File: src/rtl/bri_pkg.sv
package bri_pkg;

    localparam int B_W   = 8;
    localparam int D_W   = 2;
    localparam int IDX_W = 5;
    localparam int POS_W = $clog2(B_W);

    localparam logic [1:0] LAYOUT_A = 2'd0;
    localparam logic [1:0] LAYOUT_B = 2'd1;
    localparam logic [1:0] LAYOUT_C = 2'd2;

    typedef enum logic [1:0] {
        SLOT_NONE = 2'd0,
        SLOT_B1   = 2'd1,
        SLOT_B2   = 2'd2,
        SLOT_D    = 2'd3
    } slot_kind_e;

    typedef struct packed {
        slot_kind_e         kind;
        logic [POS_W-1:0]   pos;   // 0 = first bit on the wire
    } slot_t;

    function automatic logic [IDX_W-1:0] ix(input int v);
        return IDX_W'(v);
    endfunction

    // Final bit number of each layout.
    function automatic logic [IDX_W-1:0] last_bit(input logic [1:0] layout);
        case (layout)
            LAYOUT_A: return ix(2*B_W + D_W - 1);
            LAYOUT_B: return ix(2*B_W + D_W);
            LAYOUT_C: return ix(3*B_W + D_W - 1);
            default:  return '0;
        endcase
    endfunction

    // Permitted layout and timing pairs.
    function automatic logic combo_ok(input logic [1:0] layout, input logic delayed);
        case (layout)
            LAYOUT_A: return 1'b1;
            LAYOUT_B: return delayed;
            LAYOUT_C: return !delayed;
            default:  return 1'b0;
        endcase
    endfunction

    // Map a frame bit number to the field it carries.
    function automatic slot_t slot_lookup(input logic [1:0] layout,
                                          input logic [IDX_W-1:0] idx,
                                          input logic dport);
        slot_t s;
        logic [IDX_W-1:0] rel;
        s.kind = SLOT_NONE;
        s.pos  = '0;
        rel    = '0;
        case (layout)
            LAYOUT_A: begin
                if (idx < ix(B_W)) begin
                    s.kind = SLOT_B1; s.pos = idx[POS_W-1:0];
                end else if (idx < ix(2*B_W)) begin
                    s.kind = SLOT_B2; s.pos = idx[POS_W-1:0];
                end else if (idx < ix(2*B_W + D_W)) begin
                    s.kind = SLOT_D;  s.pos = idx[POS_W-1:0];
                end
            end
            LAYOUT_B: begin
                if (idx < ix(B_W)) begin
                    s.kind = SLOT_B1; s.pos = idx[POS_W-1:0];
                end else if (idx == ix(B_W)) begin
                    s.kind = SLOT_D;  s.pos = '0;
                end else if (idx >= ix(B_W + 2) && idx < ix(2*B_W + 2)) begin
                    rel    = idx - ix(B_W + 2);
                    s.kind = SLOT_B2; s.pos = rel[POS_W-1:0];
                end else if (idx == ix(2*B_W + 2)) begin
                    s.kind = SLOT_D;  s.pos = POS_W'(1);
                end
            end
            LAYOUT_C: begin
                if (idx < ix(B_W)) begin
                    s.kind = SLOT_B1; s.pos = idx[POS_W-1:0];
                end else if (idx < ix(2*B_W)) begin
                    s.kind = SLOT_B2; s.pos = idx[POS_W-1:0];
                end else if (idx >= ix(3*B_W) && idx < ix(3*B_W + D_W)) begin
                    s.kind = SLOT_D;  s.pos = idx[POS_W-1:0];
                end
            end
            default: s.kind = SLOT_NONE;
        endcase
        if (dport && s.kind == SLOT_D) s.kind = SLOT_NONE;
        return s;
    endfunction

    // Bit of a parallel field that belongs to a slot.
    function automatic logic pick_bit(input slot_t s,
                                      input logic [B_W-1:0] b1,
                                      input logic [B_W-1:0] b2,
                                      input logic [D_W-1:0] d);
        case (s.kind)
            SLOT_B1: return b1[POS_W'(B_W-1) - s.pos];
            SLOT_B2: return b2[POS_W'(B_W-1) - s.pos];
            SLOT_D:  return d[!s.pos[0]];
            default: return 1'b0;
        endcase
    endfunction

endpackage

File: src/rtl/bri_frame_timer.sv
module bri_frame_timer
    import bri_pkg::*;
(
    input  logic             clk,
    input  logic             rst_n,
    input  logic             en,
    input  logic             delayed,
    input  logic             half,
    input  logic [IDX_W-1:0] last_idx,
    input  logic             fs,
    input  logic             rise,
    input  logic             fall,
    output logic             drv_evt,
    output logic             smp_evt,
    output logic [IDX_W-1:0] idx
);
    localparam int CNT_W = IDX_W + 1;

    typedef struct packed {
        logic             active;
        logic [CNT_W-1:0] cnt;
        logic             fs_prev;
        logic             armed;
    } tmr_t;

    tmr_t s_d, s_q;

    always_comb begin
        logic             start;
        logic [CNT_W-1:0] nxt;
        logic [IDX_W-1:0] nidx;
        s_d     = s_q;
        drv_evt = 1'b0;
        smp_evt = 1'b0;
        idx     = '0;
        start   = 1'b0;
        nxt     = s_q.cnt + CNT_W'(1);
        nidx    = half ? nxt[CNT_W-1:1] : nxt[IDX_W-1:0];

        if (rise) begin
            if (!delayed) begin
                start     = fs && !s_q.fs_prev;
                s_d.fs_prev = fs;
            end else begin
                start     = s_q.armed;
                s_d.armed = 1'b0;
            end
            if (start) begin
                s_d.active = 1'b1;
                s_d.cnt    = '0;
                drv_evt    = 1'b1;
                idx        = '0;
            end else if (s_q.active) begin
                if (nidx > last_idx) begin
                    s_d.active = 1'b0;
                    drv_evt    = 1'b1;
                    idx        = nidx;
                end else begin
                    s_d.cnt = nxt;
                    drv_evt = !half || !nxt[0];
                    idx     = nidx;
                end
            end
        end

        if (fall) begin
            if (delayed) begin
                s_d.armed   = fs && !s_q.fs_prev;
                s_d.fs_prev = fs;
            end
            if (s_q.active) begin
                smp_evt = !half || s_q.cnt[0];
                idx     = half ? s_q.cnt[CNT_W-1:1] : s_q.cnt[IDX_W-1:0];
            end
        end

        if (!en) begin
            s_d.active = 1'b0;
            s_d.armed  = 1'b0;
            drv_evt    = 1'b0;
            smp_evt    = 1'b0;
        end
    end

    always_ff @(posedge clk or negedge rst_n) begin
        if (!rst_n) s_q <= '0;
        else        s_q <= s_d;
    end

endmodule

File: src/rtl/bri_capture.sv
module bri_capture
    import bri_pkg::*;
(
    input  logic             clk,
    input  logic             rst_n,
    input  logic             smp_evt,
    input  logic [IDX_W-1:0] idx,
    input  logic [IDX_W-1:0] last_idx,
    input  logic [1:0]       layout,
    input  logic             dport,
    input  logic             din,
    output logic [B_W-1:0]   b1,
    output logic [B_W-1:0]   b2,
    output logic [D_W-1:0]   d,
    output logic             valid
);
    typedef struct packed {
        logic [B_W-1:0] acc_b1;
        logic [B_W-1:0] acc_b2;
        logic [D_W-1:0] acc_d;
        logic [B_W-1:0] out_b1;
        logic [B_W-1:0] out_b2;
        logic [D_W-1:0] out_d;
        logic           valid;
    } cap_t;

    cap_t s_d, s_q;

    always_comb begin
        slot_t sl;
        s_d       = s_q;
        s_d.valid = 1'b0;
        sl        = slot_lookup(layout, idx, dport);
        if (smp_evt) begin
            case (sl.kind)
                SLOT_B1: s_d.acc_b1[POS_W'(B_W-1) - sl.pos] = din;
                SLOT_B2: s_d.acc_b2[POS_W'(B_W-1) - sl.pos] = din;
                SLOT_D:  s_d.acc_d[!sl.pos[0]]              = din;
                default: ;
            endcase
            if (idx == last_idx) begin
                s_d.out_b1 = s_d.acc_b1;
                s_d.out_b2 = s_d.acc_b2;
                s_d.out_d  = dport ? '0 : s_d.acc_d;
                s_d.valid  = 1'b1;
            end
        end
    end

    always_ff @(posedge clk or negedge rst_n) begin
        if (!rst_n) s_q <= '0;
        else        s_q <= s_d;
    end

    assign b1    = s_q.out_b1;
    assign b2    = s_q.out_b2;
    assign d     = s_q.out_d;
    assign valid = s_q.valid;

endmodule

File: src/rtl/bri_drive.sv
module bri_drive
    import bri_pkg::*;
(
    input  logic             clk,
    input  logic             rst_n,
    input  logic             en,
    input  logic             drv_evt,
    input  logic [IDX_W-1:0] idx,
    input  logic [1:0]       layout,
    input  logic             dport,
    input  logic [B_W-1:0]   src_b1,
    input  logic [B_W-1:0]   src_b2,
    input  logic [D_W-1:0]   src_d,
    output logic             oe,
    output logic             dout
);
    typedef struct packed {
        logic [B_W-1:0] h_b1;
        logic [B_W-1:0] h_b2;
        logic [D_W-1:0] h_d;
        logic           oe;
        logic           bit_v;
    } drv_t;

    drv_t s_d, s_q;

    always_comb begin
        slot_t sl;
        s_d = s_q;
        sl  = slot_lookup(layout, idx, dport);
        if (drv_evt) begin
            if (idx == '0) begin
                s_d.h_b1 = src_b1;
                s_d.h_b2 = src_b2;
                s_d.h_d  = src_d;
            end
            s_d.oe    = (sl.kind != SLOT_NONE);
            s_d.bit_v = pick_bit(sl, s_d.h_b1, s_d.h_b2, s_d.h_d);
        end
        if (!en) begin
            s_d.oe    = 1'b0;
            s_d.bit_v = 1'b0;
        end
    end

    always_ff @(posedge clk or negedge rst_n) begin
        if (!rst_n) s_q <= '0;
        else        s_q <= s_d;
    end

    assign oe   = s_q.oe;
    assign dout = s_q.bit_v;

endmodule

File: src/rtl/bri_port.sv
module bri_port
    import bri_pkg::*;
(
    input  logic           clk,
    input  logic           rst_n,
    input  logic           sclk,
    input  logic           fs_tx,
    input  logic           fs_rx,
    input  logic           ser_in,
    output logic           ser_out,
    output logic           ser_oe,
    input  logic [1:0]     cfg_layout,
    input  logic           cfg_delayed,
    input  logic           cfg_dport_en,
    input  logic [B_W-1:0] line_rx_b1,
    input  logic [B_W-1:0] line_rx_b2,
    input  logic [D_W-1:0] line_rx_d,
    output logic [B_W-1:0] line_tx_b1,
    output logic [B_W-1:0] line_tx_b2,
    output logic [D_W-1:0] line_tx_d,
    output logic           line_tx_valid,
    output logic           cfg_err
);
    logic             sclk_q;
    logic             rise, fall, half, en;
    logic [IDX_W-1:0] last_idx;
    logic             in_smp, in_drv, out_smp, out_drv;
    logic [IDX_W-1:0] in_idx, out_idx;

    always_ff @(posedge clk or negedge rst_n) begin
        if (!rst_n) sclk_q <= 1'b0;
        else        sclk_q <= sclk;
    end

    always_comb begin
        rise     = sclk && !sclk_q;
        fall     = !sclk && sclk_q;
        half     = (cfg_layout == LAYOUT_C);
        last_idx = last_bit(cfg_layout);
        en       = combo_ok(cfg_layout, cfg_delayed);
        cfg_err  = !en;
    end

    bri_frame_timer u_in_tmr (
        .clk(clk), .rst_n(rst_n), .en(en), .delayed(cfg_delayed), .half(half),
        .last_idx(last_idx), .fs(fs_tx), .rise(rise), .fall(fall),
        .drv_evt(in_drv), .smp_evt(in_smp), .idx(in_idx)
    );

    bri_frame_timer u_out_tmr (
        .clk(clk), .rst_n(rst_n), .en(en), .delayed(cfg_delayed), .half(half),
        .last_idx(last_idx), .fs(fs_rx), .rise(rise), .fall(fall),
        .drv_evt(out_drv), .smp_evt(out_smp), .idx(out_idx)
    );

    bri_capture u_cap (
        .clk(clk), .rst_n(rst_n), .smp_evt(in_smp), .idx(in_idx),
        .last_idx(last_idx), .layout(cfg_layout), .dport(cfg_dport_en),
        .din(ser_in), .b1(line_tx_b1), .b2(line_tx_b2), .d(line_tx_d),
        .valid(line_tx_valid)
    );

    bri_drive u_drv (
        .clk(clk), .rst_n(rst_n), .en(en), .drv_evt(out_drv), .idx(out_idx),
        .layout(cfg_layout), .dport(cfg_dport_en),
        .src_b1(line_rx_b1), .src_b2(line_rx_b2), .src_d(line_rx_d),
        .oe(ser_oe), .dout(ser_out)
    );

    logic unused_ok;
    assign unused_ok = ^{in_drv, out_smp};

endmodule

File: config.mk
export PLATFORM = sky130hd
export DESIGN_NAME = bri_port
export DESIGN_NICKNAME = d
export VERILOG_FILES = /design/src/rtl/bri_pkg.sv /design/src/rtl/bri_frame_timer.sv /design/src/rtl/bri_capture.sv /design/src/rtl/bri_drive.sv /design/src/rtl/bri_port.sv
export SDC_FILE = /design/constraint.sdc
export NUM_CORES = 1
export LEC_CHECK = 0
export ABC_AREA = 1
export CORE_ASPECT_RATIO = 1.75
export CORE_MARGIN = 2
export CORE_UTILIZATION = 40
export CTS_CLUSTER_DIAMETER = 120
export DETAILED_ROUTE_END_ITERATION = 8
export GPL_ROUTABILITY_DRIVEN = 0
export PLACE_DENSITY = 0.66
export SKIP_CTS_REPAIR_TIMING = 1
export SYNTH_ARGS = -nofsm -noshare
export SYNTH_HDL_FRONTEND = slang
export SYNTH_SLANG_ARGS = --single-unit
File: constraint.sdc
create_clock -name clk -period 4.05 [get_ports clk]
set_input_delay 1.0125 -clock clk [delete_from_list [all_inputs] [get_ports clk]]
set_output_delay 1.0125 -clock clk [all_outputs]
set_load 0.005 [all_outputs]
==> key figures <==
Yosys
  – Compound-Gate Fraction of Synth Area: between 10% and 20%
  – Mapped Nets: between 800 and 900
  – XOR/XNOR share of the synthesized area: less than 1%
  – Distinct cells, synth: 45
  – Post-synth top flop: dfrtp_1
  – Post-synthesis cell count: 768
  – Post-synthesis average cell area: roughly 7 sq um
  – Synth async-reset ratio: 100%
  – Sequential fraction of the synthesis area: between 30% and 40%
  – EDFF count, synth: 0
  – Synth top area cells: dfrtp_1 35%, nand2_1 14%, nand3_1 9.9%
  – Post-synthesis mux area share: 0.922%
  – Synth top cells by count: 202 x nand2_1, 107 x nand3_1, 85 x inv_1, 76 x dfrtp_1, 54 x o21ai_0
  – Syn Std Cell Area: between 5000 and 6000 sq um
  – Simple-gate share of the synthesized area: between 30% and 40%
  – Area share of the largest cell type after synthesis: about a third
  – YS warnings: 0
  – Post-Synth Adder-Cell Area: ~2.8%
  – Most frequent cell after synthesis: nand2_1
  – Synth area leader: dfrtp_1
  – Largest family of logic cells by synthesized area: simple AND/OR/NAND/NOR gates
  – Number of synthesized register bits: between 70 and 80

Die
  – Die height: 158 microns
  – Row count: 56
  – Die footprint: 14600 sq um
  – Initial Util: between 40% and 50%
  – Die W: roughly 90 microns
  – Ports: 50
  – Core Footprint: about 13000 sq um

Power
  – Clock share of power: ~30%
  – Switching share of total power: between 30% and 40%
  – Flop pwr share: between 30% and 40%
  – Total Power: between 2000 and 3000 uW
  – Net switching power figure: around 1000 uW
  – Pwr Density: approximately 420 nW/um^2
  – Pint: about 1800 uW
  – Leakage power: between 0.003 and 0.004 uW
  – Max VDD drop: ~0.24 mV
  – Power share of the combinational group: about a third

STA
  – Final WS setup: 0.382 ns
  – Final Critical Period: about 3.7 ns
  – Fmax: about 0.27 GHz
  – Final Cycle Share: roughly nine tenths
  – Worst slew pin tran: 0.972 ns
  – Final Max Slew Viols: 0
  – RSZ-0062 raised after global routing: yes
  – Final Setup Violations: 0
  – Final Hold Slack: ~0.48 ns
  – Slew HR: approximately a third
  – Final hold violation count: 0
  – Max Clock Skew: between 0.008 and 0.009 ns

Clocking
  – Root Buffer: clkbuf_16
  – Clk sinks: 76
  – CTS tree: yes
  – TritonCTS Buffers: 9
  – CTS Buffer Depth: 2
  – Clock latency on the worst-skew pair: approximately 0.34 ns
  – Clk slew on worst S/H paths: around 0.06 ns
  – Htree depth: 3

Global route
  – Overall routing resource usage: about a fifth
  – Global-route wire length before repair: ~23000 microns
  – Vias in the first global route: 4974
  – Remaining Overflow, GRT: 0
  – Largest net degree at the start of global routing: 77
  – Initial antenna violation count: 0

Worst setup path
  – Cell breakdown of the critical path: clkdlybuf4s50_1, nor2_2, inv_1, buf_4, a21oi_1, o21ai_0, o21ai_1, nand2_1, ha_1, inv_1, nor3_1, o21ai_1, o21ai_0, inv_1, nand2_1, nand2_1, o21ai_1, inv_1, nor2_1, nand2_1, nand3_1, nand2_1, nand2_1
  – Slowest CP cell: clkdlybuf4s50_1
  – Crit path required time: 4.33 ns
  – RR Endpoint: u_cap.s_q[24]
  – Reg2Reg Depth: 23
  – Worst reg2reg path startpoint: u_in_tmr.s_q[2]
  – WP data arrival: 3.95 ns
  – Slowest stage delay, CP: a little over 0.5 ns
  – CP endpoint kind: flop
  – FF-to-FF setup slack: roughly 0.76 ns
  – CP Class: input port to flop
  – Crit path top cell by count: nand2_1
  – Largest delay share family, worst path: buffers and inverters
  – Startpoint Class: input port
  – CP bufs+invs: 6
  – Crit path max fanout: 4

Placement
  – Port Buffer Count: just under 50
  – Worst slack at placement: -0.126 ns
  – Inst Count DP: 995
  – Post-detail-place hpwl: 9890 microns

Layout
  – Synthesis-to-finish area growth: 21.2%
  – Final net count: around 870
  – Finished Core Util: between 40% and 50%
  – Layout fillers: about 1300
  – Area of the multi-input gates: around 2900 sq um
  – Sequential standard cell area: 1900 sq um
  – Antenna cells: 0
  – Final non-filler cell total: 1011
  – Layout cells sized above 1: 13.9%

Detailed routing
  – Routed wire per std cell: 12.8 microns
  – Final WL: roughly 13000 microns
  – Vias per inst: slightly above 5
  – DR vias: just over 5000
  – Routed Antenna Nets: 0
  – DRC viols: 0
  – 1st-pass router iterations: 7
  – Iteration-0 DRC count of the detailed router: about 330

Hold path
  – Hold Crit Depth: 2
  – Worst hold path class: flop to flop
  – Hold endpoint: u_cap.b2[2]
  – Hold_sp: u_cap.b2[2]

Flow run
  – Maxcap violations: 0

Status
  – Status: completed
==> placed cells by master (no fill, tap or decap), types with 3 or more instances in the layout <==
master / Yosys / layout
inv_2: 10 / 10
nand2_1: 202 / 202
o21ai_0: 54 / 52
mux2i_1: 5 / 5
o21ai_2: 3 / 4
a21oi_1: 26 / 26
nand3_2: 3 / 4
clkdlybuf4s50_1: 0 / 46
nand2_2: 8 / 8
o22ai_1: 5 / 5
dfrtp_1: 76 / 76
nor2_2: 6 / 5
inv_1: 85 / 85
nor2_4: 9 / 10
buf_4: 23 / 38
xor2_1: 3 / 3
nor3_2: 2 / 3
nand4_1: 18 / 18
nand3_1: 107 / 106
clkbuf_16: 0 / 9
nor2_1: 37 / 37
buf_12: 0 / 6
o21ai_1: 20 / 21
ha_1: 12 / 12
a21o_1: 6 / 6
clkinv_1: 4 / 4
==> metal layers <==
metal / GRT usage (%) / wire length, microns / up-vias
li1: - / - / 2660
met1: 22.3 / 5330 / 2318
met2: 34.2 / 6700 / 108
met3: 2.57 / 354 / 31
met4: 9.45 / 534 / 0
met5: 0 / 0 / -
==> worst max-delay path by stage <==
stage          cells past startpoint          start       endpoint
3_5_place_dp                      23  cfg_layout[0]     u_drv.dout
6_report                          23           sclk     u_drv.dout
3_3_place_gp                      23  cfg_layout[0]     u_drv.dout
4_1_cts                           23  cfg_layout[0]     u_drv.dout
5_1_grt                           23           sclk     u_drv.dout
2_1_floorplan                     21  cfg_layout[0]  u_drv.s_q[19]
==> worst reg2reg max path, stage by stage, from the launching register on <==
cell and delay (ns):
dfrtp_1 0.43, ha_1 0.24, xnor2_1 0.25, inv_1 0.14
nand2_1 0.08, o21ai_1 0.08, a22oi_1 0.20, nor2_1 0.07
inv_1 0.08, buf_4 0.12, ha_1 0.13, nand2_1 0.07
nand3_1 0.10, nand2_2 0.06, inv_1 0.06, nand2_1 0.08
inv_1 0.06, nand4_1 0.07, o21ai_1 0.14, nand3_1 0.23
nor2_4 0.18, nand3_1 0.10, nand3_1 0.10, o21ai_0 0.07
==> flip-flops by register name, summed over array words and instances, names as in the netlist <==
name           count
u_cap.s_q         18
u_drv.s_q         18
u_in_tmr.s_q       9
u_out_tmr.s_q      9
u_cap.b1           8
u_cap.b2           8
u_cap.d            2
sclk_q             1
u_cap.valid        1
u_drv.dout         1
u_drv.oe           1
==> power by group through the flow <==
stage               Clock [uW]  Combinational, uW  Sequential [uW]
floorplan                    0                645             1050
global placement             0                881             1070
detailed placement           0                890             1080
CTS                        853                896             1070
global route               897               1020             1090
finish                     837                890             1060
==> logic make-up (layout without fill, tap and decap cells) <==
family / Yosys count / count (layout)
XOR/XNOR: 4 / 4
adder cells (fa/ha/maj): 12 / 12
AO/OA/AOI/OAI: 128 / 128
AND/OR/NAND/NOR: 404 / 404
flip-flops: 76 / 76
multiplexers: 5 / 5
buffers and inverters: 139 / 208
==> cell type report <==
| class | count | area share, % |
|---|---|---|
| multi-input combinational | 553 | 43.8 |
| inverter | 100 | 5.75 |
| tap | 174 | 3.31 |
| clock inverter | 7 | 1.26 |
| timing repair buffer | 92 | 13.5 |
| clock buffer | 9 | 3.42 |
| sequential | 76 | 28.9 |
==> metrics by stage <==
stage	cell area [sq um]	setup TNS (ns)
global route	6580	-0.0242
detailed placement	6250	-0.274
CTS	6560	0
global placement	6250	-0.117
floorplan	5430	0
finish	6580	0
(Power assumes the default switching activity.)
